## config.mk

```make
export PLATFORM = sky130hd
export DESIGN_NAME = pulse_debounce
export DESIGN_NICKNAME = d
export VERILOG_FILES = /design/src/rtl/pulse_debounce.sv
export SDC_FILE = /design/constraint.sdc
export NUM_CORES = 1
export LEC_CHECK = 0
export CORE_AREA = 2 2 39 41
export CTS_BUF_LIST = sky130_fd_sc_hd__clkbuf_8
export DETAILED_ROUTE_END_ITERATION = 10
export DIE_AREA = 0 0 41 43
export PLACE_DENSITY_LB_ADDON = 0.3
export SYNTH_ARGS = -nofsm -noshare
export SYNTH_HDL_FRONTEND = slang
export SYNTH_SLANG_ARGS = --single-unit
```

## constraint.sdc

```tcl
create_clock -name clk -period 3.15 [get_ports clk]
set_clock_uncertainty 0.2 [all_clocks]
set_input_delay 0.4725 -clock clk [delete_from_list [all_inputs] [get_ports clk]]
set_output_delay 0.4725 -clock clk [all_outputs]
set_load 0.1 [all_outputs]
```

## src/rtl/pulse_debounce.sv

```systemverilog
`timescale 1ns/1ps
module pulse_debounce #(
  parameter int HOLD_CYCLES = 8
) (
  input  logic clk,
  input  logic rst,
  input  logic raw_in,
  output logic pulse_out
);
  localparam int CW = $clog2(HOLD_CYCLES + 1);
  localparam logic [CW-1:0] LIMIT = CW'(HOLD_CYCLES);
  localparam logic [CW-1:0] ARM   = CW'(HOLD_CYCLES - 1);

  logic [1:0]    sync_q;
  logic [CW-1:0] cnt_q;
  logic          level;
  logic          at_limit;
  logic          fire;

  assign level    = sync_q[1];
  assign at_limit = (cnt_q == LIMIT);
  assign fire     = level && (cnt_q == ARM);

  always_ff @(posedge clk) begin
    if (rst) sync_q <= 2'b00;
    else     sync_q <= {sync_q[0], raw_in};
  end

  always_ff @(posedge clk) begin
    if (rst)            cnt_q <= '0;
    else if (!level)    cnt_q <= '0;
    else if (!at_limit) cnt_q <= cnt_q + 1'b1;
  end

  always_ff @(posedge clk) begin
    if (rst) pulse_out <= 1'b0;
    else     pulse_out <= fire;
  end
endmodule

```

# After elaboration in Yosys (flattened, before gate mapping)
# Cells that the tools add are included.
# W data, S select, Z words.
# op_classes
bitwise,1
n_addsub,1
n_reduce_logical,2
eq_ne,2
# ops
op,n
$add A4 B1 Y4 const B,1
$eq A4 B3 Y1 const B,1
$eq A4 B4 Y1 const B,1
$reduce_or A2 Y1,1
$logic_and A1 B1 Y1,1
$not A1 Y1,1
# word_totals
in_bits,3
wordCells,9
out_inout_bits,1
regBits,7

# Depth between registers and ports, before layout
# Gate-level depths: netlist of run 1.
# depth
depth_word,2
mapped_depth,5
mapped_depth_nobuf,5

# Worst setup path before layout of run 1
# OpenSTA, ideal clock, no wires.
# synth_timing
kind,register -> output
from,register pulse_out
to,output pulse_out
t_required_ns,2.477
path_stages_with_launch,1
slack_ns,1.569
arrival_ns,0.909
n_path_buf,0
cell_sequence,dfxtp_1
# synth_rtl
element,line_no,rtl
start: declaration,8,output logic pulse_out
start signal: assignment,37,else pulse_out <= fire;
# No word-level cell between the ends.

# Worst setup path after layout of run 1
# layout_timing
from,register pulse_out
to,output pulse_out
# No word-level cell between the ends.

==> parameters.txt, run 1 <==
Parameter                              Value

Outcome
  Result of the run ... finished clean

Clock network
  Number of hold-repair buffers added at the cts stage ... 0
  # Post-CTS Setup Buffers ... 0
  Clock slew at the register clock pins of the worst setup and hold paths ... around 0.040 ns
  CTS max path bufs ... 2
  Clock tree sinks ... 7
  Maximum level of the CTS H-tree ... 1
  Worst-Skew Late Latency ... about 0.23 ns
  CTS tree ... built
  Library cell used as clock root buffer ... clkbuf_8
  Cts repair resizes ... 0
  TritonCTS Buffers ... 3

Worst setup path
  Origin of the critical flop-to-flop path ... cnt_q[0]
  Number of gates on the worst path with buffers counted ... 1
  Crit path buf inv count ... 1
  Category of the worst setup path capture point ... output port
  Cells along the critical path ... buf_4
  Reg2Reg Capture Point ... cnt_q[1]
  Endpoint arrival time on the critical path ... around 0.8 ns
  Beginning of the critical path ... pulse_out
  Worst-case register-to-register setup slack ... 1.83 ns
  Library cell contributing the largest single delay on the critical path ... dfxtp_1
  Top cell family by delay on the critical path ... flip-flops
  WP data required ... 2.48 ns
  Count of cells along the worst register-to-register path ... 5
  Kind of launch point of the worst setup path ... register
  Critical Path Max Stage Delay ... 0.30 ns
  Setup crit end ... pulse_out
  Critical Setup Path Class ... reg -> out
  Highest net fanout along the worst path ... 1

Synth
  Most instantiated cells after synthesis ... 7 x dfxtp_1, 3 x nor2_1
  Post-synthesis cell count ... 28
  Count of distinct cell types in the synthesized netlist ... 15
  Number of synthesized register bits ... 7
  Largest cells by area after synthesis ... dfxtp_1 49%, ha_1 8.7%, nand3b_4 7.0%
  Fraction of synthesized cell area taken by the top area cell type ... 48.9%
  Fraction of the yosys area taken by sequential cells ... 48.9%
  Post-synthesis net count ... 33
  Async S/R FF share, synth ... 0%
  Dominant cell type by area after synthesis ... dfxtp_1
  Number of flops mapped to enable cells by yosys ... 0
  Top FF cell, synth ... dfxtp_1
  Number of warnings printed during yosys synthesis ... 0
  Netlist area before placement ... 287 um2
  Average size of a mapped cell ... slightly above 10 um2
  Most instantiated library cell after synthesis ... dfxtp_1

Global route
  Via count of the first global-routing pass ... 205
  Number of antenna violations at the first check in global routing ... 0
  Pin count of the biggest net entering global routing ... 6
  Overall overflow remaining after global route ... 0
  Global Route Usage Sum ... under 10%
  Global-route wire length before repair ... 793 um

Floorplan
  Overall die height ... 43 um
  Initial Util ... just over 20%
  # IOs ... 4
  Chip width ... just over 40 um
  Core area ... 0.00138 mm2
  Die outline area ... between 0.0015 and 0.002 mm2
  Site Rows ... 14

Finish
  Number of diodes added for antenna fixing ... 0
  Synthesis-to-layout area growth ... 32.3%
  Post-Route Utilization ... 27.4%
  Final net count ... 41
  Final instance area ... 379 um2
  Layout Cells excl Fill ... 51
  Area of the multi-input gates ... about 140 um2
  Seq. cell area ... 140 um2
  Fillers ... 146
  Share of cells above drive strength 1 ... between 10% and 20%

Hold path
  Start point of the worst min-delay path ... sync_q[0]
  Classification of the worst-slack hold path ... reg -> reg

Routing
  Routed vias/inst ... 4.02
  Detailed-routing wirelength on met1 ... 159 um
  Detailed route wirelength on metal3 ... approximately 43 um
  Uppermost signal routing layer after detailed routing ... met4
  Iteration-0 DRC Markers ... 6
  Remaining design rule violation count ... 0
  Total wire length after detailed routing ... 393 um
  Detail Route Antenna Nets ... 0
  Count of vias placed by the detailed router ... 205
  Met2 layer wire length in the routed design ... roughly 170 um
  Iteration count of the initial detailed-routing pass ... 3
  Post-detailed-route wirelength per cell ... 7.71 um

Place
  IO buf count ... 3
  Cell total after placement ... 47
  Placed Area ... 334 um2
  GP Congestion ... around 0.75
  Worst setup timing slack at the placement stage ... 1.54 ns

Job
  Maximum Capacitance Violations ... 0

Power
  Highest ir drop seen on vdd ... around 0.00030 V
  Power per standard cell area ... 576 mW/mm2
  Leakage dissipation ... 0.147 nW

STA
  Count of final setup violators ... 0
  Headroom to the max-slew limit ... 81.7%
  Final count of pins violating max slew ... 0
  Part of the cycle the worst path needs ... a little under half
  Final Hold Vio Count ... 0
  Max frequency ... 678 MHz
  Clock period minus worst slack ... 1.48 ns
  Unrepaired setup endpoints after global routing ... false
  Aggregate negative setup slack ... 0 ns
  Worst-margin pin slew ... around 0.28 ns
  Setup WS post-layout ... 1.67 ns
## logic make-up (layout without fill, tap and decap cells)
family                   count (synthesis)  count (layout)  share of synthesized area [%]
AND/OR/NAND/NOR                         13              13                           28.4
flip-flops                               7               7                           48.9
adder cells (fa/ha/maj)                  2               2                           8.73
XOR/XNOR                                 2               2                           6.11
buffers and inverters                    2               9                           2.62
AO/OA/AOI/OAI                            1               1                           1.75
multiplexers                             1               1                           3.49
## worst min-delay path by stage
stage,to,cells after the start
6_report,sync_q[1],1
4_1_cts,sync_q[1],1
3_5_place_dp,sync_q[1],1
2_1_floorplan,sync_q[1],1
3_3_place_gp,sync_q[1],1
5_1_grt,sync_q[1],1
## metal layers
layer	vias up	track usage (%)
met1	90	6.51
met4	0	8.00
met2	7	9.69
li1	104	-
met3	4	7.85
met5	-	0
## flip-flops by register name, summed over array words and instances (netlist names)
signal and flops:
pulse_out 1, sync_q 2, cnt_q 4
## per-stage QoR
stage / hold slack, ns / total power [mW]
final: 0.242 / 0.218
after global routing: 0.268 / 0.232
after CTS: 0.253 / 0.223
after detailed placement: 0.237 / 0.0987
after global placement: 0.226 / 0.0985
after floorplan: 0.214 / 0.0954
## where the power goes
part / leakage (nW) / internal [mW] / switching [mW]
registers: 0.0569 / 0.0907 / 0.000678
logic: 0.0634 / 0.00382 / 0.00198
clock network: 0.0269 / 0.0840 / 0.0370
## placed cells by master, fill, tap and decap left out, drive strengths merged
master | netlist | final
inv | 2 | 3
nand3 | 1 | 1
mux2i | 1 | 1
clkdlybuf4s50 | 0 | 2
nand2 | 2 | 2
ha | 2 | 2
nand3b | 2 | 2
buf | 0 | 1
nor2 | 3 | 3
xor2 | 1 | 1
a21oi | 1 | 1
nor3 | 1 | 1
clkbuf | 0 | 3
nor2b | 2 | 2
xnor2 | 1 | 1
nand2b | 2 | 2
dfxtp | 7 | 7
## final cells by class
| cell class | instances | share of cell area, % |
|---|---|---|
| clock inverters | 1 | 0.990 |
| repair buffers | 3 | 7.26 |
| flip-flops and latches | 7 | 37.0 |
| clock buffers | 3 | 10.9 |
| multi-input cells | 19 | 36.6 |
| inverters | 2 | 1.98 |
| well taps | 16 | 5.28 |
No activity file was read; power rests on OpenSTA's default activity.
==> run 2, diff against run 1 <==
- clock period: 3.15 -> 1.39 ns (I/O delays scaled with it)
==> run 2 against run 1 <==
Compared with the run above: clock power rose by 130%; register-to-register slack got worse by 1.7 ns; highest routed layer unchanged; final area rose by 4.0%; largest power group unchanged; hold slack improved by 0.0093 ns.
==> parameters.txt, run 2 (synthesis results as in run 1) <==
Parameter                              Value

STA
  Headroom to the max-slew limit ... between 80% and 90%
  Part of the cycle the worst path needs ... 93.3%
  Final Hold Vio Count ... 0
  Hold_ws ... 0.251 ns
  Max frequency ... about 770 MHz
  Unrepaired setup endpoints after global routing ... false
  Count of final setup violators ... 0
  Aggregate negative setup slack ... 0 ns
  Clock period minus worst slack ... between 1 and 1.5 ns
  Worst-margin pin slew ... 0.218 ns
  Final count of pins violating max slew ... 0

Power
  Leakage dissipation ... 0.149 nW
  Highest ir drop seen on vdd ... 0.000633 V
  Power per standard cell area ... 1280 mW/mm2
  Power Total ... 0.505 mW

Clock network
  Clock tree sinks ... 7
  Library cell used as clock root buffer ... clkbuf_8
  Maximum level of the CTS H-tree ... 1
  CTS max path bufs ... 2
  TritonCTS Buffers ... 3
  Worst-Skew Late Latency ... between 0.2 and 0.25 ns
  Number of hold-repair buffers added at the cts stage ... 0
  # Post-CTS Setup Buffers ... 0
  Clock slew at the register clock pins of the worst setup and hold paths ... roughly 0.040 ns
  Cts repair resizes ... 0
  CTS tree ... built

Global route
  Global Route Usage Sum ... ~7.9%
  Pin count of the biggest net entering global routing ... 6
  Via count of the first global-routing pass ... 203
  Overall overflow remaining after global route ... 0
  Number of antenna violations at the first check in global routing ... 0
  Global-route wire length before repair ... 800 um

Finish
  Number of diodes added for antenna fixing ... 0
  Commonest non-fill, non-tap cells in the layout ... 6 x dfxtp_1, 3 x nor2_1, 3 x clkbuf_8
  Registers with the most flip-flops ... cnt_q: 4 flops, sync_q: 2 flops, pulse_out: 1 flops
  Final net count ... 41
  Fillers ... approximately 150
  Most flop-heavy register ... cnt_q
  Share of cells above drive strength 1 ... about a fifth
  Commonest non-fill, non-tap cell in the layout ... dfxtp_1
  Max FFs per register ... 4
  Synthesis-to-layout area growth ... 37.6%

Floorplan
  Chip width ... 41 um
  Site Rows ... 14
  Die outline area ... 0.00176 mm2
  # IOs ... 4
  Overall die height ... 43 um
  Initial Util ... roughly a fifth
  Core area ... 0.00138 mm2

Hold path
  Classification of the worst-slack hold path ... reg -> reg

Worst setup path
  Endpoint arrival time on the critical path ... 1.22 ns
  Highest net fanout along the worst path ... 4
  Critical Setup Path Class ... reg -> reg
  Category of the worst setup path capture point ... register
  Kind of launch point of the worst setup path ... register
  WP data required ... around 1.3 ns

Job
  Maximum Capacitance Violations ... 0

Routing
  Total wire length after detailed routing ... approximately 420 um
  Iteration count of the initial detailed-routing pass ... 3
  Remaining design rule violation count ... 0
  Count of vias placed by the detailed router ... 210
  Iteration-0 DRC Markers ... 5
  Post-detailed-route wirelength per cell ... 8.31 um
  Routed vias/inst ... 4.12
  Detail Route Antenna Nets ... 0

Outcome
  Result of the run ... finished clean

Place
  IO buf count ... 3
  GP Congestion ... 0.747
run 2: cell count changes in the layout (fill, tap and decap cells not counted), sizes merged:
cell,previous run,this run
clkinv,0,1
inv,3,2
run 2: critical path, cell delays in order (launching register included):
cell,delay (ns)
dfxtp_1,0.37
inv_1,0.06
ha_1,0.22
nand3b_4,0.10
mux2i_1,0.19
nor2_1,0.05
run 2: per-layer routing:
layer | routed length [um] | share of wire (%) | vias up | GRT usage [%]
li1 | - | - | 102 | -
met1 | 173 | 41 | 97 | 7.47
met2 | 180 | 42 | 7 | 8.75
met3 | 45 | 11 | 4 | 6.28
met4 | 25 | 5.9 | 0 | 10.0
met5 | 0 | 0 | - | 0
run 2: final cells by class:
type                    instances  area [um2]  area share (%)
flip-flops and latches          7         141            35.9
multi-input cells              19         139            35.2
clock buffers                   3        41.3            10.5
repair buffers                  3        40.0            10.2
well taps                      16        20.0            5.08
inverters                       2        7.51            1.90
clock inverters                 1        5.00            1.27
run 2: stage by stage:
stage / setup WS [ns] / utilization (%) / instance area, um2 / instances
floorplan: 0.0725 / - / 287 / 28
global placement: 0.0555 / 25.0 / 347 / 47
detailed placement: 0.0412 / 25.0 / 347 / 47
CTS: 0.0367 / 28.4 / 393 / 51
global route: 0.00848 / 28.5 / 394 / 51
finish: 0.0925 / 28.5 / 394 / 51
run 2: final timing paths:
check,depth (start not counted),end,slack [ns],from
worst min-delay path,1,sync_q[1],0.25,sync_q[0]
worst max register to register,5,cnt_q[1],0.09,cnt_q[1]
worst max-delay path,5,cnt_q[1],0.09,cnt_q[1]
worst min register to register,1,sync_q[1],0.25,sync_q[0]
run 2: power by group:
part	internal (mW)	switching, mW	leakage (nW)
combinational	0.00863	0.00440	0.0660
sequential	0.206	0.00179	0.0573
clock	0.194	0.0901	0.0255
total	0.408	0.0963	0.149
==> run 3, diff against run 2 <==
- ABC_CLOCK_PERIOD_IN_PS: default -> 1390
- GPL_ROUTABILITY_DRIVEN: default -> 0
- REMOVE_ABC_BUFFERS: default -> 1
==> results of run 3 <==
Final layout, timing and power as in run 2 (identical DEF).
